===== config.mk =====
export PLATFORM = sky130hd
export DESIGN_NAME = flash_status_gen
export DESIGN_NICKNAME = d
export VERILOG_FILES = /design/src/rtl/flash_st_pkg.sv /design/src/rtl/flash_st_win_cnt.sv /design/src/rtl/flash_st_fsm.sv /design/src/rtl/flash_st_toggle.sv /design/src/rtl/flash_status_gen.sv
export SDC_FILE = /design/constraint.sdc
export NUM_CORES = 1
export LEC_CHECK = 0
export BUFFER_PORTS_ARGS = -buffer_cell sky130_fd_sc_hd__buf_2
export CAP_MARGIN = 20
export CORE_UTILIZATION = 35
export CTS_CLUSTER_SIZE = 16
export DETAILED_ROUTE_END_ITERATION = 12
export GPL_ROUTABILITY_DRIVEN = 0
export PLACE_DENSITY_LB_ADDON = 0.2
export REMOVE_ABC_BUFFERS = 1
export SYNTH_ARGS = -nofsm -noshare
export SYNTH_HDL_FRONTEND = slang
export SYNTH_SLANG_ARGS = --single-unit

===== constraint.sdc =====
create_clock -name clk_i -period 1.8 [get_ports clk_i]
set_input_delay 0.18 -clock clk_i [delete_from_list [all_inputs] [get_ports clk_i]]
set_output_delay 0.18 -clock clk_i [all_outputs]
set_load 0.02 [all_outputs]

===== src/rtl/flash_st_pkg.sv =====
package flash_st_pkg;
  typedef enum logic [2:0] {
    ST_IDLE  = 3'd0,
    ST_PROG  = 3'd1,
    ST_ERASE = 3'd2,
    ST_ESUSP = 3'd3,
    ST_SPROG = 3'd4,
    ST_PWIN  = 3'd5
  } st_e;

  localparam int unsigned STAT_W   = 8;
  localparam int unsigned TGL6_BIT = 6;
  localparam int unsigned TGL2_BIT = 2;
endpackage


===== src/rtl/flash_st_win_cnt.sv =====
module flash_st_win_cnt #(
  parameter int unsigned WIN_CYC = 100
) (
  input  logic clk_i,
  input  logic rst_ni,
  input  logic load_i,
  input  logic en_i,
  output logic last_o
);
  localparam int unsigned CNT_W = (WIN_CYC < 2) ? 1 : $clog2(WIN_CYC);
  localparam logic [CNT_W-1:0] LOAD_VAL = CNT_W'(WIN_CYC - 1);

  logic [CNT_W-1:0] cnt_q;

  always_ff @(posedge clk_i or negedge rst_ni) begin
    if (!rst_ni) begin
      cnt_q <= '0;
    end else if (load_i) begin
      cnt_q <= LOAD_VAL;
    end else if (en_i && cnt_q != '0) begin
      cnt_q <= cnt_q - 1'b1;
    end
  end

  assign last_o = (cnt_q == '0);
endmodule


===== src/rtl/flash_st_fsm.sv =====
module flash_st_fsm
  import flash_st_pkg::*;
#(
  parameter int unsigned N_SECT = 8,
  parameter int unsigned SECT_W = 3
) (
  input  logic              clk_i,
  input  logic              rst_ni,
  input  logic              op_start_i,
  input  logic              op_erase_i,
  input  logic [SECT_W-1:0] op_sector_i,
  input  logic              alg_done_i,
  input  logic              suspend_i,
  input  logic [N_SECT-1:0] erase_sel_i,
  input  logic [N_SECT-1:0] protect_i,
  input  logic              win_last_i,
  output st_e               st_o,
  output logic [N_SECT-1:0] mask_o,
  output logic              win_load_o,
  output logic              busy_o
);
  st_e              st_q, st_d;
  st_e              ret_q, ret_d;
  logic [N_SECT-1:0] mask_q, mask_d;
  logic [N_SECT-1:0] eff_sel;
  logic              prot_hit;

  assign eff_sel = erase_sel_i & ~protect_i;

  always_comb begin
    prot_hit = 1'b0;
    for (int i = 0; i < N_SECT; i++) begin
      if (op_sector_i == SECT_W'(i)) prot_hit = protect_i[i];
    end
  end

  always_comb begin
    st_d       = st_q;
    ret_d      = ret_q;
    mask_d     = mask_q;
    win_load_o = 1'b0;
    unique case (st_q)
      ST_IDLE: begin
        if (op_start_i) begin
          if (!op_erase_i) begin
            if (prot_hit) begin
              st_d       = ST_PWIN;
              ret_d      = ST_IDLE;
              win_load_o = 1'b1;
            end else begin
              st_d = ST_PROG;
            end
          end else if (eff_sel == '0) begin
            st_d       = ST_PWIN;
            ret_d      = ST_IDLE;
            win_load_o = 1'b1;
          end else begin
            st_d   = ST_ERASE;
            mask_d = eff_sel;
          end
        end
      end
      ST_PROG: begin
        if (alg_done_i) st_d = ST_IDLE;
      end
      ST_ERASE: begin
        if (alg_done_i) begin
          st_d   = ST_IDLE;
          mask_d = '0;
        end else if (suspend_i) begin
          st_d = ST_ESUSP;
        end
      end
      ST_ESUSP: begin
        if (op_start_i && !op_erase_i) begin
          if (prot_hit) begin
            st_d       = ST_PWIN;
            ret_d      = ST_ESUSP;
            win_load_o = 1'b1;
          end else begin
            st_d = ST_SPROG;
          end
        end else if (!suspend_i) begin
          st_d = ST_ERASE;
        end
      end
      ST_SPROG: begin
        if (alg_done_i) st_d = ST_ESUSP;
      end
      ST_PWIN: begin
        if (win_last_i) st_d = ret_q;
      end
      default: st_d = ST_IDLE;
    endcase
  end

  always_ff @(posedge clk_i or negedge rst_ni) begin
    if (!rst_ni) begin
      st_q   <= ST_IDLE;
      ret_q  <= ST_IDLE;
      mask_q <= '0;
    end else begin
      st_q   <= st_d;
      ret_q  <= ret_d;
      mask_q <= mask_d;
    end
  end

  assign st_o   = st_q;
  assign mask_o = mask_q;
  assign busy_o = (st_q == ST_PROG) || (st_q == ST_ERASE) ||
                  (st_q == ST_SPROG) || (st_q == ST_PWIN);
endmodule


===== src/rtl/flash_st_toggle.sv =====
module flash_st_toggle
  import flash_st_pkg::*;
#(
  parameter int unsigned N_SECT = 8,
  parameter int unsigned SECT_W = 3
) (
  input  logic              clk_i,
  input  logic              rst_ni,
  input  logic              rd_i,
  input  logic [SECT_W-1:0] rd_sector_i,
  input  st_e               st_i,
  input  logic [N_SECT-1:0] mask_i,
  output logic [STAT_W-1:0] rd_stat_o,
  output logic              rd_stat_vld_o
);
  logic t6_q, t2_q, vld_q;
  logic sel_hit, tog6, vld_d;

  always_comb begin
    sel_hit = 1'b0;
    for (int i = 0; i < N_SECT; i++) begin
      if (rd_sector_i == SECT_W'(i)) sel_hit = mask_i[i];
    end
  end

  assign tog6  = (st_i == ST_PROG) || (st_i == ST_ERASE) ||
                 (st_i == ST_SPROG) || (st_i == ST_PWIN);
  assign vld_d = (st_i != ST_IDLE) && !((st_i == ST_ESUSP) && !sel_hit);

  always_ff @(posedge clk_i or negedge rst_ni) begin
    if (!rst_ni) begin
      t6_q  <= 1'b0;
      t2_q  <= 1'b0;
      vld_q <= 1'b0;
    end else if (rd_i) begin
      t6_q  <= t6_q ^ tog6;
      t2_q  <= t2_q ^ sel_hit;
      vld_q <= vld_d;
    end
  end

  always_comb begin
    rd_stat_o           = '0;
    rd_stat_o[TGL6_BIT] = t6_q;
    rd_stat_o[TGL2_BIT] = t2_q;
  end
  assign rd_stat_vld_o = vld_q;
endmodule


===== src/rtl/flash_status_gen.sv =====
module flash_status_gen
  import flash_st_pkg::*;
#(
  parameter int unsigned N_SECT  = 8,
  parameter int unsigned CLK_MHZ = 50,
  parameter int unsigned WIN_NS  = 2000,
  localparam int unsigned SECT_W = (N_SECT < 2) ? 1 : $clog2(N_SECT)
) (
  input  logic              clk_i,
  input  logic              rst_ni,
  input  logic              op_start_i,
  input  logic              op_erase_i,
  input  logic [SECT_W-1:0] op_sector_i,
  input  logic              alg_done_i,
  input  logic              suspend_i,
  input  logic [N_SECT-1:0] erase_sel_i,
  input  logic [N_SECT-1:0] protect_i,
  input  logic              rd_i,
  input  logic [SECT_W-1:0] rd_sector_i,
  output logic              rb_low_o,
  output logic [7:0]        rd_stat_o,
  output logic              rd_stat_vld_o
);
  localparam int unsigned WIN_RAW = CLK_MHZ * WIN_NS / 1000;
  localparam int unsigned WIN_CYC = (WIN_RAW < 1) ? 1 : WIN_RAW;

  st_e              st_q;
  logic [N_SECT-1:0] erase_mask;
  logic              win_load, win_last;

  flash_st_fsm #(.N_SECT(N_SECT), .SECT_W(SECT_W)) i_fsm (
    .clk_i       (clk_i),
    .rst_ni      (rst_ni),
    .op_start_i  (op_start_i),
    .op_erase_i  (op_erase_i),
    .op_sector_i (op_sector_i),
    .alg_done_i  (alg_done_i),
    .suspend_i   (suspend_i),
    .erase_sel_i (erase_sel_i),
    .protect_i   (protect_i),
    .win_last_i  (win_last),
    .st_o        (st_q),
    .mask_o      (erase_mask),
    .win_load_o  (win_load),
    .busy_o      (rb_low_o)
  );

  flash_st_win_cnt #(.WIN_CYC(WIN_CYC)) i_win (
    .clk_i  (clk_i),
    .rst_ni (rst_ni),
    .load_i (win_load),
    .en_i   (st_q == ST_PWIN),
    .last_o (win_last)
  );

  flash_st_toggle #(.N_SECT(N_SECT), .SECT_W(SECT_W)) i_tgl (
    .clk_i         (clk_i),
    .rst_ni        (rst_ni),
    .rd_i          (rd_i),
    .rd_sector_i   (rd_sector_i),
    .st_i          (st_q),
    .mask_i        (erase_mask),
    .rd_stat_o     (rd_stat_o),
    .rd_stat_vld_o (rd_stat_vld_o)
  );
endmodule


# Word-level counts from Yosys, hierarchy flattened

Cells that the tools add are included.

Bits in read-only memories: 0
RAM bits: 0
Word-level logic and storage cells: 116
Input bits: 29
Bits in latches: 0
Memories: 0
Register bits after elaboration: 24

Bitwise logic cells: 4
Divide/modulo/power cells: 0
Muxes and demuxes: 49
Eq/ne operators: 32
Shifts and indexed selects: 0
Add/subtract/negate cells: 1
Multipliers: 0
Reductions and logical operators: 23
$lt $le $gt $ge: 0

Operators with widths:

| cell                  | count |
|---|---|
| $mux W3               | 17 |
| $mux W8               | 4 |
| $eq A3 B3 Y1 const B  | 10 |
| $mux W1               | 22 |
| $eq A3 B2 Y1 const B  | 6 |
| $pmux W3 S6           | 1 |
| $pmux W8 S2           | 1 |
| $mux W7               | 2 |
| $ne A2 B2 Y1 const B  | 7 |
| $reduce_and A6 Y1     | 2 |
| $eq A3 B1 Y1 const B  | 3 |
| $logic_not A3 Y1      | 3 |
| $ne A3 B2 Y1 const B  | 3 |
| $and A8 B8 Y8         | 1 |
| $logic_not A8 Y1      | 1 |
| $not A8 Y8            | 1 |
| $logic_not A7 Y1      | 1 |
| $reduce_bool A7 Y1    | 1 |
| $sub A7 B1 Y7 const B | 1 |
| $pmux W3 S2           | 1 |
| $reduce_bool A2 Y1    | 3 |
| $reduce_and A5 Y1     | 1 |
| $logic_and A1 B1 Y1   | 4 |
| $ne A2 B1 Y1 const B  | 2 |
| other kinds (6)       | 11 |

# Depth between registers and ports, before layout

Depth in word-level cells: 14
Mapped depth: 7
Depth with buffers taken out: 7

# Modules after synthesis

A second synthesis with hierarchy kept.

Cell total of the unflattened synthesis: 156
Area, all modules: 1493.9 um2

By module, submodules not included:

| module           | times used | seq. area each (um2) | cells each | area an instance (um2) |
|---|---|---|---|---|
| flash_st_fsm     | 1          | 300.3                | 88         | 828.3 |
| flash_st_win_cnt | 1          | 175.2                | 41         | 386.6 |
| flash_st_toggle  | 1          | 75.1                 | 26         | 270.3 |
| flash_status_gen | 1          | 0.0                  | 1          | 8.8 |

# Least setup slack after synthesis

No wires, ideal clock.

Path type: flip-flop to flip-flop
From: register i_win.cnt_q[0]
To: register i_fsm.st_q[1], in the netlist i_fsm.st_o[1]
Setup time: 125 ps
Path slack: 17 ps
Path buffers: 0
Cell stages (with the launch flop): 8
Data arrival time: 1658 ps
Cells stage by stage: dfrtp_1 > inv_1 > ha_1 > or2b_2 > nor4b_2 > o2bb2ai_1 > nand2b_4 > mux2_4

Word-level cells in the longest chain between the ends: 3

Ends and longest elaborated chain:

| item                        | line                   | text |
|---|---|---|
| from (decl)                 | flash_st_win_cnt.sv:13 | `logic [CNT_W-1:0] cnt_q;` |
| from (signal assigned)      | flash_st_win_cnt.sv:21 | `cnt_q <= cnt_q - 1'b1;` |
| $logic_not A7 Y1            | flash_st_win_cnt.sv:25 | `assign last_o = (cnt_q == '0);` |
| $ne A2 B2 Y1 (no line)      | -                      |  |
| $reduce_and A6 Y1 (no line) | -                      |  |
| to (signal assigned)        | flash_st_fsm.sv:103    | `st_q <= st_d;` |
| to (decl)                   | flash_st_fsm.sv:22     | `st_e st_q, st_d;` |

No other way between the ends.
A chain may end at the register's enable or synchronous reset.

# Final worst setup path

Ends and elaborated chain as after synthesis.

==> impl_metrics.csv <==
group,metric,value,unit
outcome,status,"completed",
run,max_cap_viol_count,0,
clocking,cts_buffer_depth,2,
detailed_routing,antenna_left,0,
setup_path,crit_type,"reg2reg",
sta,worst_slack,0.0396,ns
placement,hpwl,2620,um
synthesis,seq_area_frac_synth,36.6,%
setup_path,slowest_delay,0.40,ns
clocking,htreeDepth,1,
setup_path,crit_fanout,3,
die,die_w,67.6,um
sta,setup_tns,0,ns
grt,antenna_found_initial,0,
cells_and_area,final_common_cell,"buf_2",
grt,grtUsageMet1,20.1,%
setup_path,cp.arrival,1.91,ns
cells_and_area,nNetsFinal,228,
setup_path,end_kind,"flip-flop",
grt,grt_max_degree,23,
placement,dp_worst_setup_slack,-0.0304,ns
clocking,clk_latency,0.26,ns
cells_and_area,final_cell_mix,"buf_2, dfrtp_1, nor2_1, buf_4, nand2b_1",
detailed_routing,avgViaCountPerCell,4.98,
grt,grt_use_met3,3.55,%
power,pwr-share-comb,47.1,%
power,powerDensity,1280,nW/um^2
setup_path,crit_chain,"inv_2, ha_1, or2b_4, nor4b_4, o2bb2ai_2, nand2b_4, mux2_4",
sta,grt_setup_unrepaired,"yes",
cells_and_area,layout-area-overhead-vs-synth,23.8,%
cells_and_area,post-route-util,45.9,%
synthesis,syn-cell-area,1500,um^2
die,core,4060,um^2
die,io_pins,39,
sta,fin_worst_skew,0.00548,ns
grt,grt_pass1_vias,1243,
synthesis,ys_seq_elements,22,
detailed_routing,drt_iter0_drc,74,
grt,grt_use_total,16.2,%
power,clockPowerShare,19.2,%
sta,min_period,1.76,ns
min_path,min_path_type,"in2reg",
clocking,clkSinkCount,22,
setup_path,crit_path_start_kind,"flip-flop",
power,internal-power,0.00154,W
power,swShare,35.3,%
power,p_leak,0.855,nW
placement,numPortBuffers,32,
power,vdd.ir_drop.worst,470,uV
sta,finalSetupViolations,0,
sta,drv_slew,0,
setup_path,crit_slowest_cell,"dfrtp_1",
clocking,cts_made_buffers,3,
setup_path,crit_family,"simple AND/OR/NAND/NOR gates",
detailed_routing,wire_per_inst,13.1,um
clocking,cts_tree,"done",
grt,overflow,0,
synthesis,synth_cells,153,
die,die_h,67.6,um
cells_and_area,drive_gt1_share,34.7,%
synthesis,avgSynthCellArea,9.83,um^2
die,start_util,37.1,%
clocking,clkTransAtPathRegs,0.08,ns
detailed_routing,finalWirelength,3210,um
grt,grt.busiest_layer,"met2",
grt,grt_use_met2,27.2,%
synthesis,ys_warn_count,0,
die,fp-row-count,23,
setup_path,crit_buf_inv,1,
detailed_routing,drc,0,
clocking,cts_root_buffer,"clkbuf_8",
detailed_routing,dr.pass1.iters,4,
setup_path,required,1.95,ns
cells_and_area,n_antenna_cell,0,
die,die_area,4560,um^2
grt,grt_pass1_wl,5580,um
sta,finalHoldViolations,0,
power,seqPwrFrac,33.7,%
synthesis,yosysUniqueCellTypes,50,
sta,max_freq,0.568,GHz
detailed_routing,vias,1225,
sta,post-route-period-util,97.8,%
power,switching_power,0.000843,W
-- power groups by stage --
stage	logic (W)	registers, W	clock network (W)
global placement	0.00104	0.000800	0
floorplan	0.000662	0.000838	0
finish	0.00112	0.000803	0.000457
detailed placement	0.00107	0.000814	0
global route	0.00126	0.000828	0.000497
CTS	0.00108	0.000803	0.000475
-- metal layers --
metal / vias up / share of wire, % / wire length, um
met3: 6 / 4.3 / 137
met5: - / 0 / 0
met4: 0 / 1.7 / 55
met2: 25 / 50 / 1600
li1: 617 / - / -
met1: 577 / 44 / 1420
-- registers in the layout (all words and copies together), names as in the netlist --
signal / cells
i_win.cnt_q: 7
i_tgl.t6_q: 1
i_fsm.mask_o: 8
i_tgl.rd_stat_vld_o: 1
i_tgl.t2_q: 1
i_fsm.ret_q: 1
i_fsm.st_o: 3
-- through the flow --
| step | power [W] | cell area (um^2) | instances | hold WS, ns |
|---|---|---|---|---|
| floorplan | 0.00150 | 1430 | 145 | -0.116 |
| global placement | 0.00184 | 1730 | 238 | 0.181 |
| detailed placement | 0.00188 | 1730 | 238 | 0.182 |
| CTS | 0.00236 | 1830 | 243 | 0.178 |
| global route | 0.00258 | 1860 | 246 | 0.181 |
| finish | 0.00238 | 1860 | 246 | 0.182 |
-- area by class of cell --
type                    count  area, um^2
clock inverters             1        30.0
fillers                   389        2200
repair buffers             47         279
multi-input cells         118         878
well taps                  50        62.6
clock buffers               3        41.3
inverters                   5        18.8
flip-flops and latches     22         552
-- cells in the mapped netlist (all sizes together) --
| library cell | number | area share [%] |
|---|---|---|
| o21a | 2 | 1.0 |
| o21ai | 11 | 3.7 |
| o311ai | 1 | 1.7 |
| or4b | 1 | 0.67 |
| a31oi | 1 | 0.42 |
| conb | 1 | 0.25 |
| inv | 5 | 1.2 |
| nor4 | 3 | 1.2 |
| ha | 2 | 1.7 |
| o2bb2ai | 1 | 0.58 |
| a211oi | 2 | 1.3 |
| mux4 | 2 | 3.0 |
| nor2 | 13 | 3.2 |
| clkbuf | 2 | 0.50 |
| o22ai | 1 | 0.42 |
| or3 | 2 | 1.2 |
| or2b | 1 | 0.58 |
| a211o | 2 | 1.2 |
| a21oi | 3 | 1.0 |
| mux2 | 5 | 4.2 |
| o21bai | 2 | 1.0 |
| a2bb2oi | 1 | 0.58 |
| nand3 | 8 | 2.7 |
| a2111oi | 1 | 0.67 |
| nand4 | 2 | 0.83 |
| mux2i | 5 | 3.3 |
| buf | 11 | 6.0 |
| nor2b | 1 | 0.42 |
| xnor2 | 8 | 4.7 |
| nand2b | 12 | 5.5 |
| o211ai | 1 | 0.50 |
| nand2 | 6 | 1.5 |
| and2b | 2 | 1.2 |
| nor4b | 2 | 1.6 |
| nor3 | 2 | 0.67 |
| and2 | 1 | 0.42 |
| and4b | 1 | 0.67 |
| nand3b | 2 | 1.0 |
| dfrtp | 22 | 37 |
| o31ai | 1 | 0.50 |
| and3b | 1 | 0.58 |
-- path summary, 6_finish.rpt --
path                                 from              end  slack (ns)  depth (start not counted)
setup reg to reg           i_win.cnt_q[0]    i_fsm.st_o[1]        0.04                          7
hold reg to reg                i_tgl.t6_q       i_tgl.t6_q        0.46                          1
min in group asynchronous          rst_ni  i_fsm.mask_o[2]        0.40                          2
setup / recovery           i_win.cnt_q[0]    i_fsm.st_o[1]        0.04                          7
hold / removal                       rd_i       i_tgl.t6_q        0.18                          3
max in group asynchronous          rst_ni    i_fsm.st_o[2]        1.04                          2
-- cells by family after synthesis --
family,after synthesis,synth area share (%)
simple gates,60,24.0
compound gates,30,14.6
flops,22,36.6
buf+inv,18,7.74
mux,12,10.6
xor+xnor,8,4.66
fa+ha+maj,2,1.66
other cells,1,0.249
-- timing repair --
item / 4_1_cts / 5_1_grt
hold buffers: 1 / 0
pin swaps: 0 / 3
setup buffers: 0 / 3
resized for setup: 3 / 4
endpoints found under the setup margin: 4 / 15
endpoints found under the hold margin: 22 / 0
-- worst reg2reg max path, delay by kind of cell (launching register included) --
kind / cells / cell delay (ns)
AO/OA/AOI/OAI: 1 / 0.10
multiplexers: 1 / 0.30
adder cells (fa/ha/maj): 1 / 0.13
AND/OR/NAND/NOR: 3 / 0.66
buffers and inverters: 1 / 0.06
flip-flops: 1 / 0.40
(Power assumes the default switching activity.)
